File: config.mk
export PLATFORM = sky130hd
export DESIGN_NAME = trig_select
export DESIGN_NICKNAME = d
export VERILOG_FILES = /design/src/rtl/trig_select.sv
export SDC_FILE = /design/constraint.sdc
export NUM_CORES = 1
export LEC_CHECK = 0
export BUFFER_PORTS_ARGS = -buffer_cell sky130_fd_sc_hd__buf_2
export CAP_MARGIN = 20
export CORE_UTILIZATION = 31
export CTS_CLUSTER_DIAMETER = 200
export DETAILED_ROUTE_END_ITERATION = 8
export SLEW_MARGIN = 5
export SYNTH_ARGS = -nofsm -noshare
export SYNTH_HDL_FRONTEND = slang
export SYNTH_SLANG_ARGS = --single-unit
File: constraint.sdc
create_clock -name clk -period 1.1 [get_ports clk]
set_input_delay 0 -clock clk [delete_from_list [all_inputs] [get_ports clk]]
set_output_delay 0 -clock clk [all_outputs]
set_load 0.1 [all_outputs]
File: src/rtl/trig_select.sv
module trig_select #(
  parameter int          NUM_WORDS = 2,
  parameter int          AW        = 4,
  parameter logic [63:0] PWM_MASK  = 64'h44
) (
  input  logic                       clk,
  input  logic                       rst_n,
  input  logic                       bus_we,
  input  logic [AW-1:0]              bus_addr,
  input  logic [31:0]                bus_wdata,
  output logic [31:0]                bus_rdata,
  input  logic [5*4*NUM_WORDS-1:0]   src_i,
  output logic [4*NUM_WORDS-1:0]     trig_o
);
  localparam int NUM_CH = 4 * NUM_WORDS;

  logic [3*NUM_CH-1:0] sel_q;
  logic [NUM_CH-1:0]   pol_q, mode_q, en_q, hist_q;
  logic [NUM_CH-1:0]   pick, edg, pre;
  logic                unused_wdata;

  assign unused_wdata = &{1'b0, bus_wdata};

  always_ff @(posedge clk or negedge rst_n)
    if (!rst_n) begin
      sel_q  <= '0;
      pol_q  <= '0;
      mode_q <= '0;
      en_q   <= '0;
    end else if (bus_we) begin
      for (int c = 0; c < NUM_CH; c++)
        if (bus_addr == AW'(c / 4)) begin
          sel_q[3*c +: 3] <= bus_wdata[8*(c%4)+4 +: 3];
          pol_q[c]        <= bus_wdata[8*(c%4)+2];
          mode_q[c]       <= bus_wdata[8*(c%4)+1];
          en_q[c]         <= bus_wdata[8*(c%4)];
        end
    end

  for (genvar c = 0; c < NUM_CH; c++) begin : g_pick
    logic [4:0] lines;
    assign lines = src_i[5*c +: 5];
    always_comb
      case (sel_q[3*c +: 3])
        3'd0:    pick[c] = lines[0];
        3'd1:    pick[c] = lines[1];
        3'd2:    pick[c] = lines[2];
        3'd3:    pick[c] = lines[3];
        3'd4:    pick[c] = PWM_MASK[c] & lines[4];
        default: pick[c] = 1'b0;
      endcase
  end

  assign edg = (pol_q & hist_q & ~pick) | (~pol_q & ~hist_q & pick);
  assign pre = (mode_q & edg) | (~mode_q & pick);

  always_ff @(posedge clk or negedge rst_n)
    if (!rst_n) begin
      hist_q <= '0;
      trig_o <= '0;
    end else begin
      hist_q <= pick;
      trig_o <= en_q & pre;
    end

  always_comb begin
    bus_rdata = '0;
    for (int c = 0; c < NUM_CH; c++)
      if (bus_addr == AW'(c / 4))
        bus_rdata[8*(c%4) +: 8] = {1'b0, sel_q[3*c +: 3], 1'b0, pol_q[c], mode_q[c], en_q[c]};
  end
endmodule


* Yosys cells after proc, flatten, opt, wreduce, memory -nomap -nowiden *
Cells that the tools add are included.
Widths: inputs -> output; s select.

storage, ports and cells
  flip-flop bits (word level) = 64
  input port bits = 79
  output and inout port bits = 40

cells by class
  eq/ne operators = 27
  multiplexer cells = 16
  bitwise gates (word level) = 13
  reductions and logical operators = 11

operators by type and width
  cell                number
  $and 8x8->8         7
  $eq 3x2->1 const B  16
  $mux 8              4
  $not 8->8           4
  $mux 7              4
  $eq 3x1->1 const B  8
  $logic_not 3->1     8
  $pmux 1 s4          6
  $or 8x8->8          2
  $pmux 1 s5          2
  $eq 3x3->1 const B  2
  $eq 4x1->1 const B  1
  $logic_not 4->1     1
  $reduce_and 2->1    2

* Depth between registers and ports, before layout *
  word-level depth = 8
  gate-level depth with buffers = 4
  depth with buffers taken out = 4

* Least setup slack after synthesis *
No wires, ideal clock.

  path kind = input -> output
  from = in bus_addr[3]
  to = out bus_rdata[0]
  data arrival time = 1516 ps
  required time = 1100 ps
  path slack = -416 ps
  stages on the path = 3
  path buffers = 1
  path through = nor4_4 clkbuf_1 a22o_1

on the way
  word-level cells in the longest chain between the ends = 3
  elaborated cells on any way between the ends = 4
  those cells by class = eq/ne (1); mux (2); reduce/logical (1)

ends and longest elaborated chain
  element          line  RTL
  start, declared  9     input logic [AW-1:0] bus_addr,
  $logic_not 4->1  69    if (bus_addr == AW'(c / 4))
  $mux 7           69
  $mux 8 *         69
  end, declared    11    output logic [31:0] bus_rdata,

Mark *: on every way between the ends. The rest lies on a longest branch, timed or not.

* Worst setup path after layout *
  from = reg sel_q[6]
  to = out bus_rdata[20]

on the way
  word-level cells in the longest chain between the ends = 2

ends and longest elaborated chain
  element                          line  RTL
  start, declared                  17    logic [3*NUM_CH-1:0] sel_q;
  start signal, assigned by index  33    sel_q[3*c +: 3] <= bus_wdata[8*(c%4)+4 +: 3];
  $mux 7                           69
  $mux 8                           69

Every way passes these cells.

==> impl_results.md <==
- Area leader, netlist: dfrtp_1
- Vias: 2475
- Reg2Reg Setup Slack: -0.21 ns
- Status: finished with violations
- First-pass GRT wire length: 12780 um
- Largest net degree at the start of global routing: 65
- DP Wirelength: 5029 um
- Vias in the first global route: 2596
- Initial Util: 0.3212
- Hold path cells: 4
- Syn avg cell area: 14.00 um^2
- DR vias/cell: 4.600
- Synth Cell Area: 2982 um^2
- Die width: 100.1 um
- CTS H-Tree Depth: 3
- Finished Cell Area: 5275 um^2
- P&R area growth vs syn: 76.92%
- Post-synthesis register bit count: 64
- Final core utilization: 0.5682
- Final WL: 8222 um
- ANT nets after route: 0
- Total CTS buffers: 9
- Final Critical Period: 1.308 ns
- Slowest-stage cell, CP: dfrtp_1
- Final setup fails: 39
- Row count: 35
- Tot Pwr: 0.009198 W
- # clock sinks: 64
- Synth top area share: 0.5371
- CP Class: flop to output pin
- Slew Limit Fails: 0
- Max IR drop VDD: 0.8498 mV
- Unique cell type count in the Yosys netlist: 20
- Crit-path cells: buf_4 > a22o_4 > buf_12
- Max Cap Violations: 0
- Clk_lat worst skew: 0.34 ns
- FF-to-FF path depth: 4
- Crit path buffers/inverters: 2
- GP Congestion: 0.7333
- Fillcell total: 786
- Placed inst area: 4153 um^2
- Syn Inst Count: 213
- Antenna violations before repair: 0
- RSZ-0062 raised after global routing: yes
- Clk slew on worst S/H paths: 0.08 ns
- Min-Delay Startpoint: src_i[14]
- Fraction of layout cells with a size suffix above 1: 0.6773
- Worst flop-to-flop path startpoint: sel_q[9]
- Worst Hold Endpoint: hist_q[2]
- Clk buf depth: 2
- Final Hold Viols: 0
- Max incr delay on CP: 0.41 ns
- Top delay family on crit path: flip-flops
- HP Class: primary input to flop
- Failing checks: setup timing
- Die Area: 10010 um^2
- # IOs: 119
- Grt total ovfl: 0
- Req. time, crit path: 1.10 ns
- Worst R2R End: trig_o[3]
- Leading post-synthesis cells by cell area: dfrtp_1 (54%), mux2_2 (17%), a22o_1 (7.0%)
- Root Driver: clkbuf_8
- Critical Path End Type: output pin
- CTS tree: built
- Synth warn: 0
- Core area: 9284 um^2
- Residual DRC: 0
- Period utilization: 1.189
- Routed wire per std cell: 15.28 um
- Die Y: 100.1 um
- Crit-path max FO: 2
- N_diodes: 0
- Clock skew: 0.01208 ns
- Achievable frequency: 764.6 MHz
- Type of origin of the critical path: flop
- TritonRoute pass-1 iters: 4
- CP arrival: 1.31 ns
- PwrDens: 1744 nW/um^2
- Leakage: 2.548 nW
- IO buf count: 96
- Nets: 483
- Final worst slack: -0.2079 ns
- Gr usage total: 0.1655
- Part of the Yosys area used for sequential elements: 0.5371
- First-iteration detailed-routing DRC count: 57
==> worst max path at each step <==
| stage | start | end | cells past startpoint |
|---|---|---|---|
| 3_5_place_dp | sel_q[9] | trig_o[3] | 4 |
| 4_1_cts | sel_q[6] | bus_rdata[20] | 3 |
| 2_1_floorplan | bus_addr[0] | bus_rdata[0] | 3 |
| 5_1_grt | sel_q[6] | trig_o[2] | 5 |
| 3_3_place_gp | sel_q[12] | trig_o[4] | 4 |
| 6_report | sel_q[6] | bus_rdata[20] | 3 |
==> cell type report <==
cell class | count | area, um^2 | share of cell area
timing repair buffer | 189 | 1700 | 0.3223
clock inverter | 5 | 86.33 | 0.01637
sequential | 64 | 1602 | 0.3036
clock buffer | 11 | 151.4 | 0.02870
tap | 129 | 161.4 | 0.03060
multi-input combinational | 140 | 1574 | 0.2984
==> stage by stage <==
stage	setup WS, ns	hold WS, ns	TNS, ns	cells
global placement	-0.1277	0.04576	-3.920	444
global route	-0.2596	0.05334	-5.009	538
detailed placement	-0.1688	0.04270	-6.279	444
floorplan	-0.1276	-0.2956	-3.745	220
finish	-0.2079	0.05735	-3.380	538
CTS	-0.2125	0.04454	-3.899	520
==> state kept, by name, indices dropped and copies added (netlist names) <==
signal,count
sel_q,24
en_q,8
hist_q,8
mode_q,8
pol_q,8
trig_o,8
==> cells in the final DEF (no fill, tap or decap) <==
cell / instances
buf_4: 60
bufinv_16: 2
buf_2: 64
nor2b_4: 6
nand2_2: 2
nand3_1: 1
clkbuf_8: 11
a22o_2: 4
clkbuf_4: 3
dlygate4sd3_1: 25
nor4_4: 1
nor4b_4: 1
inv_6: 2
nand2_1: 2
mux4_2: 6
mux2_2: 42
a22o_4: 20
nand3b_1: 4
nand4_1: 8
clkinv_4: 1
dfrtp_1: 64
nand3_2: 5
mux2_4: 8
buf_8: 1
o21ai_0: 8
buf_6: 9
o21a_1: 2
mux2i_1: 4
o21ai_2: 2
conb_1: 8
o21ai_1: 6
buf_12: 27
==> worst min-delay path: stages <==
cell and delay [ns]:
buf_2 0.10, nand3b_1 0.07, o21a_1 0.13, o21ai_2 0.07
==> Yosys cell counts <==
master / n
mux4_2: 6
clkbuf_1: 4
dfrtp_1: 64
buf_6: 4
mux2_2: 44
buf_4: 8
nand2_2: 2
conb_1: 1
nor2b_1: 6
o21ai_0: 16
nand4_1: 8
nor4b_4: 1
mux2_1: 6
mux2i_1: 4
nand2_1: 2
nor4_4: 1
nand3b_1: 4
a22o_1: 24
nand3_1: 6
o21a_1: 2
==> repair_timing <==
item                       4_1_cts  5_1_grt
hold endpoints to repair       112        0
setup endpoints to repair       43       43
setup buffers                   35       16
gates resized for setup         29       19
hold buffers                    25        0
pin swaps                        5        4
gates cloned                     0        2
==> kinds of logic after synthesis <==
logic type / after synthesis / share of synthesized area
and+or+nand+nor: 30 / 0.07134
other: 1 / 0.001258
muxes: 60 / 0.2476
buffers and inverters: 16 / 0.04028
AOI/OAI and AO/OA: 42 / 0.1024
DFF: 64 / 0.5371
==> report_power, final <==
part / leakage, nW / switching [W] / internal [W]
Sequential: 0.796 / 0.000386 / 0.00291
Combinational: 1.63 / 0.00178 / 0.00174
Clock: 0.121 / 0.000967 / 0.00142
==> metal layers <==
layer,vias to the layer above,global-route usage,wire length [um]
met5,-,0,0
met2,88,0.2796,4037
met3,11,0.04735,474
li1,1181,-,-
met4,0,0.04794,118
met1,1195,0.2069,3591
Note: power is estimated with default switching activity, not from simulation.
